==> src/rtl/mapper_pkg.sv <==
package mapper_pkg;

  typedef enum logic [2:0] {
    SEL_CMD      = 3'd0,
    SEL_DATA     = 3'd1,
    SEL_MIRROR   = 3'd2,
    SEL_WRAM     = 3'd3,
    SEL_RELOAD   = 3'd4,
    SEL_CLEAR    = 3'd5,
    SEL_IRQ_OFF  = 3'd6,
    SEL_IRQ_ON   = 3'd7
  } reg_sel_e;

  typedef enum logic [1:0] {
    MIR_VERT = 2'd0,
    MIR_HORZ = 2'd1,
    MIR_FOUR = 2'd2
  } mirror_e;

  // Register select: only address bits 14, 13 and 0 take part.
  function automatic reg_sel_e decode_reg(input logic [14:0] addr);
    logic [14:0] m;
    m = addr & 15'h6001;
    case (m)
      15'h0000: return SEL_CMD;
      15'h0001: return SEL_DATA;
      15'h2000: return SEL_MIRROR;
      15'h2001: return SEL_WRAM;
      15'h4000: return SEL_RELOAD;
      15'h4001: return SEL_CLEAR;
      15'h6000: return SEL_IRQ_OFF;
      default:  return SEL_IRQ_ON;
    endcase
  endfunction

  // First pattern page touched by a target (0..5) under the inversion bit.
  function automatic logic [2:0] chr_first_page(input logic [2:0] tgt, input logic inv);
    logic [2:0] base;
    base = (tgt < 3'd2) ? {tgt[1:0], 1'b0} : tgt + 3'd2;
    return base ^ {inv, 2'b00};
  endfunction

  // Scanline counter step.
  function automatic logic [7:0] count_step(input logic [7:0] cnt, input logic [7:0] latch);
    return (cnt == 8'd0) ? latch : cnt - 8'd1;
  endfunction

endpackage

==> src/rtl/mapper_bank_regs.sv <==
module mapper_bank_regs
  import mapper_pkg::*;
#(
  parameter int CHR_PAGE_W  = 7,
  parameter int PRG_BANK_W  = 4,
  parameter bit FOUR_SCREEN = 1'b0
) (
  input  logic                    clk,
  input  logic                    rst_n,
  input  logic                    wr_cmd,
  input  logic                    wr_data,
  input  logic                    wr_mirror,
  input  logic [7:0]              wdata,
  output logic                    swap_q,
  output logic [PRG_BANK_W-1:0]   prg_a_q,
  output logic [PRG_BANK_W-1:0]   prg_b_q,
  output logic [8*CHR_PAGE_W-1:0] chr_q,
  output logic [1:0]              mirror_q
);

  localparam logic [PRG_BANK_W-1:0] PRG_RST_A = PRG_BANK_W'(8'h1E);
  localparam logic [PRG_BANK_W-1:0] PRG_RST_B = PRG_BANK_W'(8'h1F);
  localparam logic [1:0]            MIR_RST   = FOUR_SCREEN ? MIR_FOUR : MIR_VERT;

  logic [2:0] tgt_q;
  logic       inv_q;
  logic [2:0] first_pg;
  logic       is_pair;
  logic       is_chr;

  always_ff @(posedge clk) begin
    if (!rst_n) begin
      tgt_q  <= 3'd0;
      inv_q  <= 1'b0;
      swap_q <= 1'b0;
    end else if (wr_cmd) begin
      tgt_q  <= wdata[2:0];
      swap_q <= wdata[6];
      inv_q  <= wdata[7];
    end
  end

  assign first_pg = chr_first_page(tgt_q, inv_q);
  assign is_pair  = (tgt_q < 3'd2);
  assign is_chr   = (tgt_q <= 3'd5);

  for (genvar g = 0; g < 8; g++) begin : g_page
    localparam logic [2:0] PG = 3'(g);
    logic                  hit;
    logic [CHR_PAGE_W-1:0] val;
    logic [CHR_PAGE_W-1:0] page_q;

    assign hit = wr_data && is_chr &&
                 (is_pair ? (PG[2:1] == first_pg[2:1]) : (PG == first_pg));
    assign val = is_pair ? {wdata[CHR_PAGE_W-1:1], PG[0]} : wdata[CHR_PAGE_W-1:0];

    always_ff @(posedge clk) begin
      if (!rst_n)   page_q <= CHR_PAGE_W'(g);
      else if (hit) page_q <= val;
    end

    assign chr_q[g*CHR_PAGE_W +: CHR_PAGE_W] = page_q;
  end

  always_ff @(posedge clk) begin
    if (!rst_n) begin
      prg_a_q <= PRG_RST_A;
      prg_b_q <= PRG_RST_B;
    end else if (wr_data) begin
      if (tgt_q == 3'd6) prg_a_q <= wdata[PRG_BANK_W-1:0];
      if (tgt_q == 3'd7) prg_b_q <= wdata[PRG_BANK_W-1:0];
    end
  end

  always_ff @(posedge clk) begin
    if (!rst_n)                       mirror_q <= MIR_RST;
    else if (wr_mirror && !FOUR_SCREEN) mirror_q <= wdata[0] ? MIR_HORZ : MIR_VERT;
  end

endmodule

==> src/rtl/prg_slot_map.sv <==
module prg_slot_map #(
  parameter int PRG_BANK_W = 4
) (
  input  logic                  swap,
  input  logic [PRG_BANK_W-1:0] bank_a,
  input  logic [PRG_BANK_W-1:0] bank_b,
  output logic [4*PRG_BANK_W-1:0] slots
);

  localparam logic [PRG_BANK_W-1:0] LAST = '1;
  localparam logic [PRG_BANK_W-1:0] PENULT = LAST - 1'b1;

  for (genvar s = 0; s < 4; s++) begin : g_slot
    logic [PRG_BANK_W-1:0] b;
    if (s == 0) begin : g_s0
      assign b = swap ? PENULT : bank_a;
    end else if (s == 1) begin : g_s1
      assign b = bank_b;
    end else if (s == 2) begin : g_s2
      assign b = swap ? bank_a : PENULT;
    end else begin : g_s3
      assign b = LAST;
    end
    assign slots[s*PRG_BANK_W +: PRG_BANK_W] = b;
  end

endmodule

==> src/rtl/scanline_irq_ctr.sv <==
module scanline_irq_ctr
  import mapper_pkg::*;
(
  input  logic       clk,
  input  logic       rst_n,
  input  logic       line_tick,
  input  logic       render_on,
  input  logic       wr_reload,
  input  logic       wr_clear,
  input  logic       wr_irq_off,
  input  logic       wr_irq_on,
  input  logic [7:0] wdata,
  output logic       irq_q,
  output logic       fire
);

  logic [7:0] cnt_q;
  logic [7:0] latch_q;
  logic [7:0] cnt_nxt;
  logic       en_q;

  assign cnt_nxt = count_step(cnt_q, latch_q);
  assign fire = line_tick && !wr_clear && en_q && render_on &&
                (cnt_nxt == 8'd0) && (cnt_q != 8'd0);

  always_ff @(posedge clk) begin
    if (!rst_n)         latch_q <= 8'd0;
    else if (wr_reload) latch_q <= wdata;
  end

  always_ff @(posedge clk) begin
    if (!rst_n)         cnt_q <= 8'd0;
    else if (wr_clear)  cnt_q <= 8'd0;
    else if (line_tick) cnt_q <= cnt_nxt;
  end

  always_ff @(posedge clk) begin
    if (!rst_n)          en_q <= 1'b0;
    else if (wr_irq_off) en_q <= 1'b0;
    else if (wr_irq_on)  en_q <= 1'b1;
  end

  always_ff @(posedge clk) begin
    if (!rst_n)          irq_q <= 1'b0;
    else if (wr_irq_off) irq_q <= 1'b0;
    else if (fire)       irq_q <= 1'b1;
  end

endmodule

==> src/rtl/scanline_bank_mapper.sv <==
module scanline_bank_mapper
  import mapper_pkg::*;
#(
  parameter int CHR_PAGE_W  = 7,
  parameter int PRG_BANK_W  = 4,
  parameter bit FOUR_SCREEN = 1'b0
) (
  input  logic                    clk,
  input  logic                    rst_n,
  input  logic                    cpu_we,
  input  logic [14:0]             cpu_addr,
  input  logic [7:0]              cpu_data,
  input  logic                    line_tick,
  input  logic                    render_on,
  output logic [8*CHR_PAGE_W-1:0] chr_page_o,
  output logic [4*PRG_BANK_W-1:0] prg_slot_o,
  output logic [1:0]              mirror_o,
  output logic                    irq_o
);

  reg_sel_e sel;
  logic wr_cmd, wr_data, wr_mirror, wr_reload, wr_clear, wr_irq_off, wr_irq_on;
  logic swap_q;
  logic [PRG_BANK_W-1:0] prg_a_q, prg_b_q;
  logic irq_fire;

  assign sel        = decode_reg(cpu_addr);
  assign wr_cmd     = cpu_we && (sel == SEL_CMD);
  assign wr_data    = cpu_we && (sel == SEL_DATA);
  assign wr_mirror  = cpu_we && (sel == SEL_MIRROR);
  assign wr_reload  = cpu_we && (sel == SEL_RELOAD);
  assign wr_clear   = cpu_we && (sel == SEL_CLEAR);
  assign wr_irq_off = cpu_we && (sel == SEL_IRQ_OFF);
  assign wr_irq_on  = cpu_we && (sel == SEL_IRQ_ON);

  mapper_bank_regs #(
    .CHR_PAGE_W (CHR_PAGE_W),
    .PRG_BANK_W (PRG_BANK_W),
    .FOUR_SCREEN(FOUR_SCREEN)
  ) u_regs (
    .clk      (clk),
    .rst_n    (rst_n),
    .wr_cmd   (wr_cmd),
    .wr_data  (wr_data),
    .wr_mirror(wr_mirror),
    .wdata    (cpu_data),
    .swap_q   (swap_q),
    .prg_a_q  (prg_a_q),
    .prg_b_q  (prg_b_q),
    .chr_q    (chr_page_o),
    .mirror_q (mirror_o)
  );

  prg_slot_map #(.PRG_BANK_W(PRG_BANK_W)) u_slots (
    .swap  (swap_q),
    .bank_a(prg_a_q),
    .bank_b(prg_b_q),
    .slots (prg_slot_o)
  );

  scanline_irq_ctr u_irq (
    .clk       (clk),
    .rst_n     (rst_n),
    .line_tick (line_tick),
    .render_on (render_on),
    .wr_reload (wr_reload),
    .wr_clear  (wr_clear),
    .wr_irq_off(wr_irq_off),
    .wr_irq_on (wr_irq_on),
    .wdata     (cpu_data),
    .irq_q     (irq_o),
    .fire      (irq_fire)
  );

endmodule

==> config.mk <==
export PLATFORM = sky130hd
export DESIGN_NAME = scanline_bank_mapper
export DESIGN_NICKNAME = d
export VERILOG_FILES = /design/src/rtl/mapper_pkg.sv /design/src/rtl/mapper_bank_regs.sv /design/src/rtl/prg_slot_map.sv /design/src/rtl/scanline_irq_ctr.sv /design/src/rtl/scanline_bank_mapper.sv
export SDC_FILE = /design/constraint.sdc
export NUM_CORES = 1
export LEC_CHECK = 0
export BUFFER_PORTS_ARGS = -buffer_cell sky130_fd_sc_hd__buf_2
export CAP_MARGIN = 20
export CORE_MARGIN = 2
export CORE_UTILIZATION = 55
export CTS_BUF_LIST = sky130_fd_sc_hd__clkbuf_4 sky130_fd_sc_hd__clkbuf_8
export DETAILED_ROUTE_END_ITERATION = 10
export PLACE_DENSITY_LB_ADDON = 0.08
export SKIP_CTS_REPAIR_TIMING = 1
export SLEW_MARGIN = 20
export SYNTH_ARGS = -nofsm -noshare
export SYNTH_HDL_FRONTEND = slang
export SYNTH_HIERARCHICAL = 1
export SYNTH_SLANG_ARGS = --single-unit
export TNS_END_PERCENT = 30
==> constraint.sdc <==
create_clock -name clk -period 2.13 [get_ports clk]
set_input_delay 0.1065 -clock clk [delete_from_list [all_inputs] [get_ports clk]]
set_output_delay 0.1065 -clock clk [all_outputs]
set_load 0.1 [all_outputs]
* After elaboration in Yosys (flattened, before gate mapping)
Cells that the tools add are included.
** Word-level totals
- Register bits :: 89
- Bits of input ports :: 28
- Output and inout port bits :: 75
** Operators by class
- $add $sub $neg :: 2
- Order comparisons :: 2
- Equality and inequality tests :: 24
- Mux-type cells :: 16
- Bitwise logic cells :: 2
- Reduce and logical (&&, ||, !) cells :: 33
** Operators with widths (number)
- $eq 3x3->1 const B :: 9
- $logic_and 1x1->1 :: 21
- $pmux 3 s7 :: 1
- $logic_not 8->1 :: 2
- $logic_not 15->1 :: 1
- $eq 3x3->1 const A :: 4
- $mux 1 :: 11
- $eq 3x2->1 const B :: 3
- $mux 4 :: 2
- $mux 8 :: 1
- $reduce_bool 8->1 :: 1
- $sub 8x1->8 const B :: 1
- $eq 2x3->1 const A :: 2
- $eq 3x1->1 const B :: 2
- $logic_not 3->1 :: 2
- $eq 2x2->1 const A :: 2
- $reduce_and 2->1 :: 2
- $reduce_or 2->1 :: 2
- $add 3x2->3 const B :: 1
- $eq 1x3->1 const A :: 1
- $le 3x3->1 const B :: 1
- $lt 3x2->1 const B :: 1
- $mux 3 :: 1
- $xor 3x3->3 :: 1
- other kinds (4) :: 4

* Longest topological paths before layout
Gate-level depths: netlist (run 1).
- Depth after elaboration :: 10
- Depth in mapped cells :: 9
- Gate-level depth less buffers :: 7

* By module
The synthesis (run 1) kept the hierarchy.
** Modules (own cells, without submodules)
- mapper_bank_regs :: times used 1, cells an instance 265, area an instance 2827.7 um^2, sequential area each 1401.3 um^2
- scanline_irq_ctr :: times used 1, cells an instance 119, area an instance 1032.2 um^2, sequential area each 360.3 um^2
- prg_slot_map :: times used 1, cells an instance 17, area an instance 113.9 um^2, sequential area each 0.0 um^2
- scanline_bank_mapper :: times used 1, cells an instance 7, area an instance 85.1 um^2, sequential area each 0.0 um^2

* Worst setup path after synthesis (run 1)
No wires, ideal clock.
- Path type :: register to register
- Start point :: register u_regs.tgt_q[1]
- End point :: register u_regs.g_page[5].page_q[0]
- Arrival :: 1782 ps
- Data required time :: 1994 ps
- Slack :: 212 ps
- Stages on the path, launching flop included :: 8
- Path buffers :: 1
- Cell sequence :: dfxtp_1 inv_1 ha_1 and2b_1 nor2_4 or4_4 buf_6 mux2i_1
** On the way
- Cells in the longest elaborated chain, start to end :: 6
** Ends and longest elaborated chain
- start, declared :: RTL line mapper_bank_regs.sv:25 : logic [2:0] tgt_q;
- start signal, assigned :: RTL line mapper_bank_regs.sv:37 : tgt_q <= wdata[2:0];
- $add 3x2->3 / $lt 3x2->1 (equally long branches) :: RTL line mapper_pkg.sv:39, mapper_bank_regs.sv:44
- $mux 3 :: RTL line mapper_pkg.sv:39 : base = (tgt < 3'd2) ? {tgt[1:0], 1'b0} : tgt + 3'd2;
- $xor 3x3->3 :: RTL line mapper_pkg.sv:40 : return base ^ {inv, 2'b00};
- $eq 3x3->1 / $eq 2x2->1 (equally long branches) :: RTL line mapper_bank_regs.sv:54 : (is_pair ? (PG[2:1] == first_pg[2:1]) : (PG == first_pg));
- $mux 1 :: RTL line mapper_bank_regs.sv:54
- $logic_and 1x1->1 :: RTL line mapper_bank_regs.sv:53 : assign hit = wr_data && is_chr &&
- end signal, assigned :: RTL line mapper_bank_regs.sv:58 : if (!rst_n) page_q <= CHR_PAGE_W'(g);
- end signal, assigned :: RTL line mapper_bank_regs.sv:59 : else if (hit) page_q <= val;
- end, declared :: RTL line mapper_bank_regs.sv:51 : logic [CHR_PAGE_W-1:0] page_q;
Parallel ways exist; a longest one is shown, timed or not.
A chain may end at the register's enable or synchronous reset.

* Worst setup path after layout (run 1)
- Start point :: register u_regs.tgt_q[2]
- End point :: register u_regs.g_page[5].page_q[0]
The elaborated chain is that of the path after synthesis.

==> flow_summary.yaml, run 1 <==
layout:
  final_util_pct: 65.1
  drive_gt1_share_pct: 28.9
  diodes: 0
  nFillCells: 642
  multiInputGateArea_um2: 2070
  area_growth_pct: 15.5
  layout_common_cells: "dfxtp_1, buf_2, mux2i_1"
  nets: 519
  fin_area_um2: 4670
  final_common_cell: "dfxtp_1"
  ff_latch_area_um2: 1760
clock_network:
  root_buffer: "clkbuf_8"
  cts.sinks: 88
  cts.clk_slew.worst_paths_ps: 90
  htree_num_levels: 3
  cts_tree: "done"
  cts_buffer_depth: 2
  cts_buffers: 9
  clkLatencyLatePin_ps: 370
hold_path:
  hp-start: "cpu_data[7]"
  min_path_cells: 3
  hp-class: "in -> reg"
  hold_path_end: "u_regs/inv_q"
run:
  drv_cap: 0
setup_path:
  r2r_start: "u_regs/tgt_q[2]"
  crit_fanout: 7
  cp_data_arrival_time_ps: 2200
  regToRegEndpoint: "u_regs/g_page[5].page_q[0]"
  worst_r2r_path_depth: 6
  endpoint_kind: "flop"
  crit_required_ps: 2360
  reg2reg_slack_ps: 160
  path_class: "reg -> reg"
  critPathLaunchType: "flop"
die:
  die_area_um2: 8060
  num_rows: 31
  fp.dieH_um: 89.8
  die_x_um: 89.8
  start_util_pct: 56.4
  io_pins: 103
  coreArea_um2: 7180
yosys:
  syn_avg_cell_area_um2: 9.96
  netlist_area_um2: 4050
  yosysWarnings: 6
  synth_cells: 406
route:
  num_vias: 3036
  drt-pass1-iter-count: 4
  vias_per_cell: 5.15
  wirelength_mm: 8.59
  drt_iter0_markers: 157
  ant_nets: 0
  drt_drc_violations_left: 0
  wire_per_inst_um: 14.6
global_routing:
  antenna_found_initial: 0
  grt_usage_pct: 22.3
  grt_max_degree: 34
  grt_pass1_vias: 2897
  grt_first_pass_wirelength_mm: 14.4
  overflow: 0
placed_design:
  hpwl_mm: 6.18
  place_ws_ps: 18.8
  io_buffers: 85
  post_dp_cell_area_um2: 4470
  gp_congestion: 0.817
sta:
  hold_viol_final: 0
  min_period_ps: 1970
  fin_skew_ps: 7.42
  worst_slack_ps: 162
  min_period_over_period_pct: 92.4
  slew_violations: 0
  grt_setup_unrepaired: "false"
  max-slew-margin-rel_pct: 48.7
  setup_viol: 0
  clock.fmax_mhz: 508
  hold_ws_ps: 33.6
  tightest_slew_ps: 767
run_status:
  status: "complete, no violations"
pwr:
  irDropWorstVdd_mv: 0.774
  p_leak_nw: 2.07
  cellPowerDensity_nw_per_um2: 877
-- critical path, cell delays in order (launching register included) --
cell and delay, ps:
dfxtp_2 400, inv_1 70, ha_1 240, and2b_1 310, nor2_4 70, or4_4 600, mux2i_1 150
-- sequential cells by signal, summed over array words and instances (netlist names) --
register,count
u_irq/cnt_q,8
u_regs/prg_a_q,4
u_regs/swap_q,1
u_regs/inv_q,1
u_irq/en_q,1
u_irq/irq_q,1
u_irq/latch_q,8
u_regs/tgt_q,3
u_regs/prg_b_q,4
u_regs/mirror_q,1
u_regs/g_page.page_q,56
-- layout make-up --
cell class              count  area share (%)
repair buffers             96            10.9
well taps                  99            2.65
flip-flops and latches     88            37.7
multi-input cells         284            44.3
clock inverters             6            1.07
clock buffers              10            2.81
inverters                   7           0.562
-- stage by stage --
step           power [mW]  setup TNS, ps  cells
3_3_place_gp         3.03              0    574
6_report             4.10              0    590
5_1_grt              4.35              0    590
2_1_floorplan        2.85              0    409
3_5_place_dp         3.05              0    574
4_1_cts              4.12          -19.1    590
-- metal layers --
metal  track usage [%]  vias to the layer above  share of wire [%]
met5                 0                        -                  0
met2              37.9                       66                 49
met1              27.4                     1438                 45
met4              7.95                        0                1.7
li1                  -                     1520                  -
met3              5.62                       12                5.0
-- worst max-delay path by stage --
| stage | cells after the start | end | from |
|---|---|---|---|
| 2_1_floorplan | 7 | u_regs/g_page[5].page_q[0] | u_regs/tgt_q[1] |
| 3_3_place_gp | 6 | u_regs/g_page[1].page_q[0] | u_regs/tgt_q[2] |
| 3_5_place_dp | 6 | u_regs/g_page[1].page_q[6] | u_regs/tgt_q[2] |
| 4_1_cts | 6 | u_regs/g_page[1].page_q[0] | u_regs/tgt_q[2] |
| 5_1_grt | 6 | u_regs/g_page[5].page_q[2] | u_regs/tgt_q[2] |
| 6_report | 6 | u_regs/g_page[5].page_q[0] | u_regs/tgt_q[2] |
-- where the power goes --
part | switching, mW | internal (mW) | total (mW) | leakage, nW
sequential | 0.0802 | 1.72 | 1.80 | 0.712
clock | 0.620 | 0.451 | 1.07 | 0.0873
combinational | 0.728 | 0.500 | 1.23 | 1.27
(Power assumes the default switching activity.)
==> run 2: changes to the inputs <==
Settings changed: CORE_UTILIZATION 55 to 50.
Clock period 2.13 ns to 1.6 ns, I/O delays scaled along.
==> run 2 against run 1 <==
The run now ends with negative hold slack, negative setup slack left; via count increased by 4.2%; wire length is 7.5% higher; sequential power increased by 31%; power increased by 54%; worst setup slack lost 400 ps; critical path type unchanged; worst hold slack worse by 40 ps; first-iteration DRC count fell by 30%.
==> flow_summary.yaml, run 2 (synthesis gave the netlist of run 1 again) <==
run_status:
  status: "finished with violations"
  violations: "negative hold slack, negative setup slack"
sta:
  fin_skew_ps: 7.47
  min_period_over_period_pct: 115
  setup_viol: 56
  hold_ws_ps: -6.68
  hold_viol_final: 1
  slew_violations: 0
  grt_setup_unrepaired: "true"
  worst_slack_ps: -237
  min_period_ps: 1840
  clock.fmax_mhz: 544
route:
  wire_per_inst_um: 14.7
  drt_drc_violations_left: 0
  vias_per_cell: 5.04
  ant_nets: 0
  num_vias: 3163
  wirelength_mm: 9.23
  drt-pass1-iter-count: 4
  drt_iter0_markers: 110
hold_path:
  hp-class: "in -> reg"
  hp-start: "cpu_data[4]"
  min_path_cells: 3
pwr:
  p_leak_nw: 2.32
  cellPowerDensity_nw_per_um2: 1210
  irDropWorstVdd_mv: 0.991
  power_mw: 6.30
run:
  drv_cap: 0
layout:
  layout_common_cells: "buf_2, dfxtp_1, mux2i_1"
  fin_area_um2: 5180
  drive_gt1_share_pct: 38.2
  reg_top3: "u_regs/g_page.page_q: 56 flops, u_irq/cnt_q: 8 flops, u_irq/latch_q: 8 flops"
  area_growth_pct: 28.2
  nets: 554
  regMostFlops: "u_regs/g_page.page_q"
  diodes: 0
  final_util_pct: 66.8
  largest_register_ffs: 56
die:
  num_rows: 32
  coreArea_um2: 7770
  start_util_pct: 52.1
  die_area_um2: 8830
  fp.dieH_um: 93.9
  die_x_um: 93.9
  io_pins: 103
setup_path:
  r2r_start: "u_irq/cnt_q[3]"
  crit_path_top_delay_cell: "or4_4"
  critPathLaunchType: "flop"
  endpoint_kind: "flop"
  worst_r2r_path_depth: 5
  crit_path_start: "u_irq/cnt_q[3]"
  cp_data_arrival_time_ps: 2070
  critPathMaxStageDelay_ps: 550
  crit_chain: "or4_4 -> nor3b_4 -> mux2_4 -> a22oi_2 -> nor2_1"
  crit_fanout: 4
  path_class: "reg -> reg"
  crit_required_ps: 1840
global_routing:
  grt_first_pass_wirelength_mm: 14.9
  overflow: 0
  grt_pass1_vias: 2941
  grt_max_degree: 28
  antenna_found_initial: 0
  grt_usage_pct: 21.8
clock_network:
  cts_buffer_depth: 2
  cts_tree: "done"
  cts.clk_slew.worst_paths_ps: 90
  root_buffer: "clkbuf_8"
  clkLatencyLatePin_ps: 360
  cts_buffers: 9
  htree_num_levels: 3
  cts.sinks: 88
placed_design:
  hpwl_mm: 6.76
  gp_congestion: 0.808
  post_dp_cell_area_um2: 4810
  io_buffers: 85
-- run 2: changes by cell type in the layout (fill, tap and decap cells not counted), moves of 3 or more --
cell     before  now
buf_6         0    9
buf_4        11   33
dfxtp_1      87   84
buf_12        0    4
ha_1          5    2
-- run 2: cell type report --
type | instances | area, µm²
Timing Repair Buffer | 131 | 857
Multi-Input combinational cell | 284 | 2190
Fill cell | 644 | 2580
Clock inverter | 6 | 75.1
Tap cell | 102 | 128
Inverter | 7 | 31.3
Sequential cell | 88 | 1770
Clock buffer | 10 | 131
-- run 2: layer usage --
metal  track usage [%]  up-vias  share of wire [%]
li1                  -     1594                  -
met1              29.7     1508                 48
met2              34.6       55                 47
met3              5.46        6                3.9
met4              5.80        0               0.75
met5                 0        -                  0
-- run 2: metrics by stage --
| step | setup slack (ps) | std cells | setup TNS, ps |
|---|---|---|---|
| 2_1_floorplan | -197 | 409 | -3550 |
| 3_3_place_gp | -205 | 611 | -6350 |
| 3_5_place_dp | -224 | 611 | -8480 |
| 4_1_cts | -264 | 627 | -10040 |
| 5_1_grt | -295 | 628 | -10590 |
| 6_report | -237 | 628 | -5760 |
-- run 2: critical path, delay by kind of cell (launching register included) --
| kind | cells | cell delay [ps] |
|---|---|---|
| AND/OR/NAND/NOR | 3 | 900 |
| multiplexers | 1 | 340 |
| flip-flops | 1 | 330 |
| AO/OA/AOI/OAI | 1 | 150 |
-- run 2: report_power, final --
group | leakage [nW] | total [mW] | internal (mW) | switching [mW]
Sequential | 0.714 | 2.36 | 2.29 | 0.0673
Clock | 0.103 | 1.60 | 0.764 | 0.838
Combinational | 1.50 | 2.34 | 1.12 | 1.21
-- run 2: final timing paths --
path                            slack (ps)                          to
worst min-delay path                    -7            u_irq/latch_q[4]
worst max register to register        -240              u_irq/cnt_q[3]
worst max-delay path                  -240              u_irq/cnt_q[3]
worst min register to register         460  u_regs/g_page[0].page_q[6]
==> run 3: changes to the inputs <==
Settings changed: CORE_MARGIN 2 to not set.
==> run 3 against run 2 <==
Largest power group unchanged; clock power rose by 5%; power rose by 1.1%; the flow finishes with violations (negative setup slack); via count rose by 2.2%; fmax fell by 0.34%; final cell count rose by 0.16%; highest routed layer unchanged; utilization fell by 0.31 points; first-iteration DRC count fell by 18%; wire length fell by 1.0%; global-route usage rose by 0.22 points.
==> flow_summary.yaml, run 3 (synthesis gave the netlist of run 1 again) <==
layout:
  reg_top3: "u_regs/g_page.page_q: 56 flops, u_irq/cnt_q: 8 flops, u_irq/latch_q: 8 flops"
  regMostFlops: "u_regs/g_page.page_q"
  multiInputGateArea_um2: 2170
  nFillCells: 641
  largest_register_ffs: 56
  layout_common_cells: "buf_2, dfxtp_1, mux2i_1"
  area_growth_pct: 27.6
  drive_gt1_share_pct: 36.8
  finish.cell_count_without_fillers: 629
  final_util_pct: 66.4
  nets: 556
  ff_latch_area_um2: 1770
  diodes: 0
  fin_area_um2: 5160
clock_network:
  cts.clk_slew.worst_paths_ps: 80
  clkLatencyLatePin_ps: 350
  root_buffer: "clkbuf_8"
  cts.sinks: 88
  cts_buffers: 9
  cts_buffer_depth: 2
  cts_tree: "done"
  htree_num_levels: 3
sta:
  worst_slack_ps: -244
  grt_setup_unrepaired: "true"
  hold_ws_ps: 8.59
  min_period_over_period_pct: 115
  slew_violations: 0
  hold_viol_final: 0
  fin_skew_ps: 9.40
  min_period_ps: 1840
  setup_viol: 64
  fin_setup_tns_ps: -7460
  clock.fmax_mhz: 542
route:
  wire_per_inst_um: 14.5
  ant_nets: 0
  drt_drc_violations_left: 0
  wl_met1_mm: 4.36
  wirelength_mm: 9.14
  vias_per_cell: 5.14
  num_vias: 3233
  wl_met3_um: 436
  drt-pass1-iter-count: 4
  highest_layer: "met4"
  wl_met2_mm: 4.24
  drt_iter0_markers: 90
hold_path:
  hp-class: "in -> reg"
setup_path:
  crit_buf_inv: 1
  critPathLaunchType: "flop"
  crit_chain: "or4_4 -> nor3b_4 -> buf_6 -> mux2_4 -> a22oi_2 -> nor2_1"
  cp_data_arrival_time_ps: 2080
  crit_path_top_delay_cell: "or4_4"
  crit_required_ps: 1840
  critPathMaxStageDelay_ps: 560
  crit_fanout: 5
  crit_family: "simple AND/OR/NAND/NOR gates"
  endpoint_kind: "flop"
  path_class: "reg -> reg"
die:
  die_area_um2: 8450
  start_util_pct: 52.1
  die_x_um: 91.9
  num_rows: 32
  io_pins: 103
  fp.dieH_um: 91.9
  coreArea_um2: 7770
placed_design:
  post_dp_cell_area_um2: 4770
  io_buffers: 85
  place_ws_ps: -241
  dp.cells: 608
  gp_congestion: 0.795
  hpwl_mm: 6.50
global_routing:
  antenna_found_initial: 0
  grt_first_pass_wirelength_mm: 14.8
  overflow: 0
  grt_usage_pct: 22.0
  grt_pass1_vias: 3042
  grt_max_degree: 26
pwr:
  cellPowerDensity_nw_per_um2: 1230
  irDropWorstVdd_mv: 1.03
  p_leak_nw: 2.31
  power_mw: 6.37
run_status:
  violations: "negative setup slack"
  status: "finished with violations"
run:
  drv_cap: 0
## run 3: changes by cell type in the layout (fill, tap and decap cells not counted), sizes merged
| cell | previous run | this run |
|---|---|---|
| bufinv | 1 | 2 |
| buf | 130 | 133 |
| inv | 10 | 8 |
| clkbuf | 11 | 9 |
| clkinv | 1 | 2 |
## run 3: path summary, 6_finish.rpt
check	startpoint	end	slack (ps)	cells past startpoint
worst max-delay path	u_irq/cnt_q[3]	u_irq/cnt_q[3]	-240	6
worst min-delay path	cpu_data[4]	u_irq/latch_q[4]	9	3
worst max register to register	u_irq/cnt_q[3]	u_irq/cnt_q[3]	-240	6
worst min register to register	u_regs/g_page[7].page_q[4]	u_regs/g_page[7].page_q[4]	460	2
## run 3: metal layers
layer  GRT usage (%)  vias to the layer above
li1                -                     1597
met5               0                        -
met4            6.90                        0
met3            4.06                        9
met2            35.9                       88
met1            29.5                     1539
## run 3: area by class of cell
type / instances / area share [%]
timing repair buffer: 133 / 16.5
tap: 102 / 2.47
clock buffer: 9 / 2.40
inverter: 7 / 0.558
sequential: 88 / 34.3
multi-input combinational: 284 / 42.0
clock inverter: 6 / 1.82
## run 3: worst min-delay path: cells and delay by family
kind / cells / cell delay (ps)
buffers and inverters: 1 / 90
multiplexers: 1 / 60
AND/OR/NAND/NOR: 1 / 90
## run 3: report_power, final
| group | switching [mW] | internal (mW) |
|---|---|---|
| Sequential | 0.0674 | 2.29 |
| Clock | 0.799 | 0.882 |
| Combinational | 1.20 | 1.13 |
| Total | 2.07 | 4.30 |
